### src/rtl/wdt_pkg.sv
package wdt_pkg;
  // register word indices (byte offset / 4)
  localparam int REG_LOAD  = 0;
  localparam int REG_CNT   = 1;
  localparam int REG_CTRL  = 2;
  localparam int REG_ISTAT = 3;
  localparam int REG_RSTAT = 4;
  localparam int REG_DIS   = 5;

  // control bit positions
  localparam int CB_EN     = 0;
  localparam int CB_RELOAD = 1;
  localparam int CB_IEN    = 2;
  localparam int CB_WD     = 3;
  localparam int CB_PSC    = 8;

  // unlock pair for leaving watchdog mode
  localparam logic [31:0] UNLOCK_FIRST  = 32'h1234_5678;
  localparam logic [31:0] UNLOCK_SECOND = 32'h8765_4321;
endpackage

### src/rtl/wdt_prescaler.sv
module wdt_prescaler #(
  parameter int PSC_W = 2
) (
  input  logic             clk,
  input  logic             rst,
  input  logic             en_i,
  input  logic             restart_i,
  input  logic [PSC_W-1:0] psel_i,
  output logic             tick_o
);
  localparam int DIV_W = 4 * ((1 << PSC_W) - 1);

  logic [DIV_W-1:0] pre_q;
  logic [DIV_W-1:0] limit;

  // limit = 16^P - 1, i.e. the low 4*P bits set
  always_comb begin
    limit = '0;
    for (int i = 0; i < DIV_W; i++) begin
      if (i < 4 * int'(psel_i)) limit[i] = 1'b1;
    end
  end

  assign tick_o = en_i && (pre_q == limit);

  always_ff @(posedge clk) begin
    if (rst || restart_i) begin
      pre_q <= '0;
    end else if (en_i) begin
      pre_q <= tick_o ? '0 : pre_q + 1'b1;
    end
  end
endmodule

### src/rtl/wdt_downcount.sv
module wdt_downcount #(
  parameter int CNT_W = 32
) (
  input  logic             clk,
  input  logic             rst,
  input  logic             tick_i,
  input  logic             restart_i,
  input  logic [CNT_W-1:0] restart_val_i,
  input  logic             reload_i,
  input  logic [CNT_W-1:0] load_val_i,
  output logic [CNT_W-1:0] cnt_o,
  output logic             zero_o
);
  logic [CNT_W-1:0] cnt_q;
  logic             armed_q;

  assign cnt_o  = cnt_q;
  assign zero_o = tick_i && armed_q && !restart_i && (cnt_q <= CNT_W'(1));

  always_ff @(posedge clk) begin
    if (rst) begin
      cnt_q   <= '0;
      armed_q <= 1'b0;
    end else if (restart_i) begin
      cnt_q   <= restart_val_i;
      armed_q <= 1'b1;
    end else if (tick_i && armed_q) begin
      if (cnt_q <= CNT_W'(1)) begin
        cnt_q   <= reload_i ? load_val_i : '0;
        armed_q <= reload_i;
      end else begin
        cnt_q <= cnt_q - 1'b1;
      end
    end
  end
endmodule

### src/rtl/wdt_mode_guard.sv
module wdt_mode_guard #(
  parameter int DATA_W = 32
) (
  input  logic              clk,
  input  logic              rst,
  input  logic              ctrl_wr_i,
  input  logic              ctrl_wd_i,
  input  logic              dis_wr_i,
  input  logic [DATA_W-1:0] dis_val_i,
  output logic              wd_mode_o
);
  import wdt_pkg::*;

  logic [DATA_W-1:0] dis_q;
  logic              wd_q;

  assign wd_mode_o = wd_q;

  always_ff @(posedge clk) begin
    if (rst) begin
      dis_q <= '0;
      wd_q  <= 1'b0;
    end else begin
      if (dis_wr_i) dis_q <= dis_val_i;
      if (ctrl_wr_i && ctrl_wd_i) begin
        wd_q <= 1'b1;
      end else if (dis_wr_i && dis_q == DATA_W'(UNLOCK_FIRST) &&
                   dis_val_i == DATA_W'(UNLOCK_SECOND)) begin
        wd_q <= 1'b0;
      end
    end
  end
endmodule

### src/rtl/wdt_unit.sv
module wdt_unit #(
  parameter int ADDR_W = 5,
  parameter int DATA_W = 32,
  parameter int PSC_W  = 2
) (
  input  logic              clk,
  input  logic              rst,
  input  logic              wr_en_i,
  input  logic              rd_en_i,
  input  logic [ADDR_W-1:0] addr_i,
  input  logic [DATA_W-1:0] wdata_i,
  output logic [DATA_W-1:0] rdata_o,
  output logic              rd_err_o,
  output logic              irq_o,
  output logic              rst_req_o
);
  import wdt_pkg::*;

  localparam int SEL_W = ADDR_W - 2;

  logic [SEL_W-1:0]  sel;
  logic              aligned;
  logic              wr_load, wr_cnt, wr_ctrl, wr_istat, wr_rstat, wr_dis;
  logic [DATA_W-1:0] load_q;
  logic              en_q, arl_q, ien_q;
  logic [PSC_W-1:0]  psc_q;
  logic              wd_mode;
  logic              raw_q, pend_q, rsts_q, rst_req_q;
  logic              restart;
  logic [DATA_W-1:0] restart_val;
  logic              tick, zero;
  logic [DATA_W-1:0] cnt;
  logic [DATA_W-1:0] ctrl_word;
  logic [DATA_W-1:0] rdata_q;
  logic              rderr_q;

  assign sel     = addr_i[ADDR_W-1:2];
  assign aligned = (addr_i[1:0] == 2'b00);

  assign wr_load  = wr_en_i && aligned && sel == SEL_W'(REG_LOAD);
  assign wr_cnt   = wr_en_i && aligned && sel == SEL_W'(REG_CNT);
  assign wr_ctrl  = wr_en_i && aligned && sel == SEL_W'(REG_CTRL);
  assign wr_istat = wr_en_i && aligned && sel == SEL_W'(REG_ISTAT);
  assign wr_rstat = wr_en_i && aligned && sel == SEL_W'(REG_RSTAT);
  assign wr_dis   = wr_en_i && aligned && sel == SEL_W'(REG_DIS);

  // restart sources, one bus access per cycle so at most one fires
  always_comb begin
    restart     = 1'b0;
    restart_val = load_q;
    if (wr_load) begin
      restart     = 1'b1;
      restart_val = wdata_i;
    end else if (wr_cnt && !wd_mode) begin
      restart     = 1'b1;
      restart_val = wdata_i;
    end else if (wr_ctrl && !en_q && wdata_i[CB_EN]) begin
      restart     = 1'b1;
      restart_val = load_q;
    end
  end

  wdt_prescaler #(.PSC_W(PSC_W)) u_psc (
    .clk       (clk),
    .rst       (rst),
    .en_i      (en_q),
    .restart_i (restart),
    .psel_i    (psc_q),
    .tick_o    (tick)
  );

  wdt_downcount #(.CNT_W(DATA_W)) u_cnt (
    .clk           (clk),
    .rst           (rst),
    .tick_i        (tick),
    .restart_i     (restart),
    .restart_val_i (restart_val),
    .reload_i      (arl_q && !wd_mode),
    .load_val_i    (load_q),
    .cnt_o         (cnt),
    .zero_o        (zero)
  );

  wdt_mode_guard #(.DATA_W(DATA_W)) u_guard (
    .clk       (clk),
    .rst       (rst),
    .ctrl_wr_i (wr_ctrl),
    .ctrl_wd_i (wdata_i[CB_WD]),
    .dis_wr_i  (wr_dis),
    .dis_val_i (wdata_i),
    .wd_mode_o (wd_mode)
  );

  // register file
  always_ff @(posedge clk) begin
    if (rst) begin
      load_q <= '0;
      en_q   <= 1'b0;
      arl_q  <= 1'b0;
      ien_q  <= 1'b0;
      psc_q  <= '0;
    end else begin
      if (wr_load) load_q <= wdata_i;
      if (wr_ctrl) begin
        en_q  <= wdata_i[CB_EN];
        arl_q <= wdata_i[CB_RELOAD];
        ien_q <= wdata_i[CB_IEN];
        psc_q <= wdata_i[CB_PSC +: PSC_W];
      end
    end
  end

  // expiry flags: a setting event wins over a clearing write
  always_ff @(posedge clk) begin
    if (rst) begin
      raw_q     <= 1'b0;
      pend_q    <= 1'b0;
      rsts_q    <= 1'b0;
      rst_req_q <= 1'b0;
    end else begin
      if (zero && !wd_mode)       raw_q <= 1'b1;
      else if (wr_istat)          raw_q <= 1'b0;
      if (zero && !wd_mode && ien_q) pend_q <= 1'b1;
      else if (wr_istat)          pend_q <= 1'b0;
      if (zero && wd_mode)        rsts_q <= 1'b1;
      else if (wr_rstat)          rsts_q <= 1'b0;
      rst_req_q <= zero && wd_mode;
    end
  end

  always_comb begin
    ctrl_word                   = '0;
    ctrl_word[CB_EN]            = en_q;
    ctrl_word[CB_RELOAD]        = arl_q;
    ctrl_word[CB_IEN]           = ien_q;
    ctrl_word[CB_WD]            = wd_mode;
    ctrl_word[CB_PSC +: PSC_W]  = psc_q;
  end

  // registered read port
  always_ff @(posedge clk) begin
    if (rst || !rd_en_i) begin
      rdata_q <= '0;
      rderr_q <= 1'b0;
    end else begin
      rdata_q <= '0;
      rderr_q <= 1'b0;
      if (!aligned) begin
        rderr_q <= 1'b1;
      end else begin
        case (int'(sel))
          REG_LOAD:  rdata_q <= load_q;
          REG_CNT:   rdata_q <= cnt;
          REG_CTRL:  rdata_q <= ctrl_word;
          REG_ISTAT: rdata_q <= DATA_W'(raw_q);
          REG_RSTAT: rdata_q <= DATA_W'(rsts_q);
          default:   rderr_q <= 1'b1;
        endcase
      end
    end
  end

  assign rdata_o   = rdata_q;
  assign rd_err_o  = rderr_q;
  assign irq_o     = pend_q;
  assign rst_req_o = rst_req_q;
endmodule

### config.mk
export PLATFORM = sky130hd
export DESIGN_NAME = wdt_unit
export DESIGN_NICKNAME = d
export VERILOG_FILES = /design/src/rtl/wdt_pkg.sv /design/src/rtl/wdt_prescaler.sv /design/src/rtl/wdt_downcount.sv /design/src/rtl/wdt_mode_guard.sv /design/src/rtl/wdt_unit.sv
export SDC_FILE = /design/constraint.sdc
export NUM_CORES = 1
export LEC_CHECK = 0
export BUFFER_PORTS_ARGS = -buffer_cell sky130_fd_sc_hd__buf_2
export CORE_ASPECT_RATIO = 0.6
export CORE_MARGIN = 4
export CORE_UTILIZATION = 35
export DETAILED_ROUTE_END_ITERATION = 7
export HOLD_SLACK_MARGIN = 0.06
export SLEW_MARGIN = 20
export SYNTH_ARGS = -nofsm -noshare
export SYNTH_HDL_FRONTEND = slang
export SYNTH_SLANG_ARGS = --single-unit
### constraint.sdc
create_clock -name clk -period 3.6 [get_ports clk]
set_input_delay 0 -clock clk [delete_from_list [all_inputs] [get_ports clk]]
set_output_delay 0 -clock clk [all_outputs]
set_load 0.02 [all_outputs]
# --- After elaboration in Yosys (flattened, before gate mapping) ---
# Cells that the tools add are included.
word_totals:
  regBits: 152
  in_bits: 41
  out_inout_bits: 35
  wordCells: 113
op_classes:
  add_sub_neg: 2
  magnitude_cmp: 13
  n_eq_ne: 8
  mux: 35
  n_bitwise: 1
  n_reduce_logical: 38
ops:
  columns: ["cell", "count"]
  rows:
  - ["$mux W32", 6]
  - ["$pmux W32 S5", 1]
  - ["$eq A32 B29 Y1 const B", 1]
  - ["$eq A32 B32 Y1 const B", 1]
  - ["$le A32 B1 Y1 const B", 1]
  - ["$sub A32 B1 Y32 const B", 1]
  - ["$mux W1", 27]
  - ["$logic_and A1 B1 Y1", 21]
  - ["$lt A3 B4 Y1 const A", 4]
  - ["$lt A4 B4 Y1 const A", 4]
  - ["$add A12 B1 Y12 const B", 1]
  - ["$eq A12 B12 Y1", 1]
  - ["$mux W12", 1]
  - ["$reduce_bool A2 Y1", 6]
  - ["$lt A1 B4 Y1 const A", 2]
  - ["$lt A2 B4 Y1 const A", 2]
  - ["$eq A3 B2 Y1 const B", 2]
  - ["$eq A3 B3 Y1 const B", 2]
  - ["$reduce_or A5 Y1", 1]
  - ["$logic_not A1 Y1", 4]
  - ["$eq A3 B1 Y1 const B", 1]
  - ["$logic_not A3 Y1", 1]
  - ["$logic_not A2 Y1", 1]
  - ["$logic_or A1 B1 Y1", 2]
  - ["3 further kinds", 3]

# --- Depth between registers and ports, before layout ---
depth:
  depth_word: 14
  ltp_mapped: 11
  ltp_nobuf: 8

# --- By module ---
# From an unflattened synthesis, not the netlist that was laid out.
unflattened:
  hier_cells: 830
  hier_area_um2: 7594.8
modules_own_cells:
  columns: ["module", "n_inst", "cells_each", "area_per_inst_um2"]
  rows:
  - ["wdt_unit", 1, 325, 3338.2]
  - ["wdt_downcount", 1, 304, 2302.2]
  - ["wdt_mode_guard", 1, 131, 1337.5]
  - ["wdt_prescaler", 1, 70, 616.8]

# --- Worst setup path before layout ---
# OpenSTA, ideal clock, no wires.
synth_timing:
  kind: "register -> register"
  from: "reg u_cnt.cnt_q[0], in the netlist u_cnt.cnt_o[0]"
  to: "reg u_cnt.cnt_q[31], in the netlist u_cnt.cnt_o[31]"
  arrival_ns: 2.132
  slack_ns: 1.333
  stages_incl_launch_ff: 11
  path_buffers: 2
  period_less_slack_ns: 2.267
  path_cell_list: "dfxtp_1 inv_1 ha_1 clkbuf_1 nor2_1 or4_4 nor4_4 buf_6 nor2_2 a222oi_1 o32ai_1"
synth_between:
  elab_chain_len: 4
synth_lines:
  columns: ["item", "line", "text"]
  rows:
  - ["start, declared", "wdt_downcount.sv:14", "logic [CNT_W-1:0] cnt_q;"]
  - ["start signal, assigned", "wdt_downcount.sv:25", "cnt_q <= restart_val_i;"]
  - ["start signal, assigned", "wdt_downcount.sv:29", "cnt_q <= reload_i ? load_val_i : '0;"]
  - ["start signal, assigned", "wdt_downcount.sv:32", "cnt_q <= cnt_q - 1'b1;"]
  - ["$sub A32 B1 Y32 or $le A32 B1 Y1 (tied branches)", "wdt_downcount.sv:32, wdt_downcount.sv:28", null]
  - ["$mux W32 (*)", "wdt_downcount.sv:28", "if (cnt_q <= CNT_W'(1)) begin"]
  - ["$mux W32 (*)", "wdt_downcount.sv:27", "end else if (tick_i && armed_q) begin"]
  - ["$mux W32 (*)", "wdt_downcount.sv:24", "end else if (restart_i) begin"]
# Mark *: on every way between the ends. The rest lies on a longest branch, timed or not. The select of a mux whose other input is x is not followed.
# A chain may end at the register's enable or synchronous reset.

# --- Final worst setup path ---
layout_timing:
  from: "reg u_guard.wd_q, in the netlist u_guard.wd_mode_o"
  to: "reg u_cnt.cnt_q[24], in the netlist u_cnt.cnt_o[24]"
layout_between:
  elab_chain_len: 6
layout_lines:
  columns: ["item", "line", "text"]
  rows:
  - ["start, declared", "wdt_mode_guard.sv:15", "logic wd_q;"]
  - ["start signal, assigned", "wdt_mode_guard.sv:22", "wd_q <= 1'b0;"]
  - ["start signal, assigned", "wdt_mode_guard.sv:26", "wd_q <= 1'b1;"]
  - ["start signal, assigned", "wdt_mode_guard.sv:29", "wd_q <= 1'b0;"]
  - ["$logic_not A1 Y1 (*)", "wdt_unit.sv:54, wdt_unit.sv:78", null]
  - ["$logic_and A1 B1 Y1", "wdt_unit.sv:78", ".reload_i (arl_q && !wd_mode),"]
  - ["$mux W32", "wdt_downcount.sv:29", null]
  - ["$mux W32", "wdt_downcount.sv:28", null]
  - ["$mux W32", "wdt_downcount.sv:27", null]
  - ["$mux W32", "wdt_downcount.sv:24", null]
# Marked as above.

==> results.ini <==
[route]
vias_per_cell = 5.79
first_iter_violations = 881
num_vias = 7405
drt_wl_total_um = 25900
drt-wirelength-per-cell_um = 20.3
ant_nets = 0
remaining_drc_errors = 0
drt_first_pass_iters = 8

[synth]
synthDistinctLibCells = 76
syn_area_um2 = 7230
synth.avg_cell_area_um2 = 7.95
async_flop_share_pct = 0
synthTopCellsByArea = dfxtp_1 (42%), nand2_1 (9.6%), a21oi_1 (7.5%)
yosys_warnings = 0
synth_flop_cell = dfxtp_1
syn_nets = 954
synth-xor-area-share_pct = 2.18
synth_compound_gate_area_share_pct = 20.8
synth_fa_ha_area_share_pct = 0.519
synth_cells = 910
yosysTopAreaCellShare_pct = 42.1
synth_mux_area_share_pct = 1.25
synth_top_area_cell = dfxtp_1
synthSimpleGateAreaFrac_pct = 28.9
synth-seq-cells = 152
synth-edff-count = 0
synth_top_family_by_area = simple AND/OR/NAND/NOR gates
yosysSeqAreaShare_pct = 42.1

[grt]
grt_pass1_vias = 6618
grt_pass1_wl_um = 39800
grt_max_degree = 63
grt_use_total_pct = 21.9
grt-ovfl-total = 0
antenna_found_initial = 2

[worst_setup_path]
crit_path_start_kind = flop
crit_fanout = 14
required_ns = 3.89
critPathKind = flop to flop
cp-end-kind = flop
r2r_cells = 5
cp.arrival_ns = 3.09

[sta]
setup_viol = 0
max_freq_ghz = 0.358
layout_min_cycle_time_ns = 2.79
maxSlewViolCount = 0
tightestPinTransition_ns = 0.891
timing.final.crit_share_pct = 77.6
hold_viol = 0
hold-worst-slack_ns = 0.0839
relSlewSlack_pct = 40.6
rsz0062_at_grt = false
tns_ns = 0
fin_skew_ns = 0.00943

[placement]
dp_hpwl_um = 18400
gp_congestion = 1.03
port_buffers = 75

[clock_network]
post-cts-setup-buffers = 0
cts_sinks = 152
h-tree-depth = 4
ctsLongestPathBuffers = 2
cts_tree = done
cts_root_buf = clkbuf_16
clkTransAtPathRegs_ns = 0.07
clock_latency_ns = 0.43
numCtsBuffers = 17

[power]
p_leak_nw = 3.22
p_per_area_nw_per_um2 = 467
swShare_pct = 27.8
ir_worst_vdd_uv = 350
p_clk_share_pct = 44.0
combPwrFrac_pct = 14.1
p_int_mw = 2.96
power_frac_seq_pct = 41.8
p_sw_mw = 1.14

[floorplanning]
die-height_um = 119
die_width_um = 194
rows = 40
ios = 76
die_area_um2 = 23100
start_util_pct = 35.8
core-area_um2 = 20200

[layout]
syn_to_final_growth_pct = 21.5
nets = 1039
ff_latch_area_um2 = 3040
fillCellCount = 2029
diodes = 0
multi_input_area_um2 = 3900
layout-drive-gt1-share_pct = 15.0

[outcome]
status = complete, no violations

[hold_path]
whs_path_depth = 5
hold_path.class = primary input to flop

[flow_run]
maxCapViolations = 0

-- timing repair --
item	CTS	global route
gates resized for setup	0	0
endpoints found under the hold margin	98	0
hold buffers	35	0
-- per-stage QoR --
| stage | cell area (um2) | worst slack [ns] | util [%] | std cells | power [mW] |
|---|---|---|---|---|---|
| 4_1_cts | 8780 | 0.883 | 43.6 | 1280 | 4.10 |
| 6_report | 8780 | 0.807 | 43.6 | 1280 | 4.11 |
| 5_1_grt | 8780 | 0.547 | 43.6 | 1280 | 4.25 |
| 2_1_floorplan | 7230 | 1.33 | - | 910 | 2.12 |
| 3_5_place_dp | 7860 | 0.891 | 38.9 | 1214 | 2.28 |
| 3_3_place_gp | 7860 | 0.976 | 38.9 | 1214 | 2.28 |
-- power by group through the flow --
| stage | sequential (mW) | clock (mW) | combinational [mW] |
|---|---|---|---|
| floorplan | 1.75 | 0 | 0.371 |
| global placement | 1.75 | 0 | 0.529 |
| detailed placement | 1.75 | 0 | 0.529 |
| CTS | 1.72 | 1.83 | 0.561 |
| global route | 1.72 | 1.91 | 0.624 |
| finish | 1.72 | 1.81 | 0.580 |
-- worst max-delay path: stages, from the launching register on --
cell and delay (ns):
dfxtp_1 0.50, a21oi_1 0.19, o21ai_1 0.52, nand2_1 0.58, nand2_1 0.66, o21ai_0 0.20
-- cells by family (layout without fill, tap and decap cells) --
logic type,count (synthesis),count (layout)
AND/OR/NAND/NOR,422,422
AO/OA/AOI/OAI,232,232
flip-flops,152,152
buffers and inverters,74,171
XOR/XNOR,18,18
multiplexers,9,9
adder cells (fa/ha/maj),3,3
-- layout make-up --
type | instances | area share (%)
Sequential cell | 152 | 34.6
Timing Repair Buffer | 133 | 10.2
Clock inverter | 10 | 1.35
Tap cell | 273 | 3.89
Multi-Input combinational cell | 684 | 44.4
Inverter | 7 | 0.299
Clock buffer | 21 | 5.24
-- cells in the final DEF, fill, tap and decap left out, types with 6 or more instances in the layout --
cell             n
xor2_1          14
a21oi_1        108
dlygate4sd3_1   35
clkbuf_16       17
mux2i_1          9
inv_1            7
buf_2           75
nor2_1          77
nand4_1         16
a222oi_1         6
nor3_1          26
buf_4           23
and3_1          10
nor4_1          17
o21ai_0         23
nand2_1        185
a221oi_1         8
dfxtp_1        152
nor4b_1          6
a22oi_1         32
nand3_1         21
or3_1           12
-- cells in the mapped netlist (3+ instances only) --
library cell and count:
a211o_1 3, o221ai_1 4, xor2_1 14, a221oi_1 8
o21ai_0 23, a221o_1 4, nor2_1 77, inv_1 7
or3_1 12, nand4_1 16, and2_1 4, and3_1 10
ha_1 3, a31oi_1 4, dfxtp_1 152, a22oi_1 32
xnor2_1 4, mux2i_1 9, nand3b_1 4, nor3_1 27
nand4b_1 5, a21oi_1 108, or4_1 4, buf_2 5
clkbuf_1 56, nor4b_1 6, nor3b_1 3, o32ai_1 3
and4_1 3, nand3_1 21, a211oi_1 5, nor4bb_1 3
nor4_1 17, a32oi_1 3, nor2b_1 3, a222oi_1 6
nand2_1 185
-- path summary, 6_finish.rpt --
kind / startpoint / end / slack, ns
setup reg to reg: u_guard.wd_mode_o$_SDFFE_PP0P_ / u_cnt.cnt_o[24]$_SDFFE_PP0P_ / 0.81
hold / removal: addr_i[1] / ien_q$_SDFFE_PP0N_ / 0.08
hold reg to reg: u_guard.dis_q[20]$_SDFFE_PP0P_ / u_guard.dis_q[20]$_SDFFE_PP0P_ / 0.45
setup / recovery: u_guard.wd_mode_o$_SDFFE_PP0P_ / u_cnt.cnt_o[24]$_SDFFE_PP0P_ / 0.81
-- state kept, by name, indices dropped and copies added, names as in the netlist --
register and cells:
arl_q 1, en_q 1, ien_q 1, irq_o 1, load_q 32, psc_q 2, raw_q 1, rd_err_o 1
rdata_o 32, rst_req_o 1, rsts_q 1, u_cnt.armed_q 1, u_cnt.cnt_o 32, u_guard.dis_q 32, u_guard.wd_mode_o 1, u_psc.pre_q 12
-- routing by layer --
| layer | routed length [um] | part of all wire, % | global-route usage, % | vias up |
|---|---|---|---|---|
| li1 | - | - | - | 3461 |
| met1 | 12600 | 49 | 35.2 | 3506 |
| met2 | 9420 | 36 | 26.9 | 412 |
| met3 | 3650 | 14 | 8.17 | 24 |
| met4 | 245 | 0.94 | 3.98 | 2 |
| met5 | 13 | 0.050 | 0 | - |
Note: power is estimated with default switching activity, not from simulation.
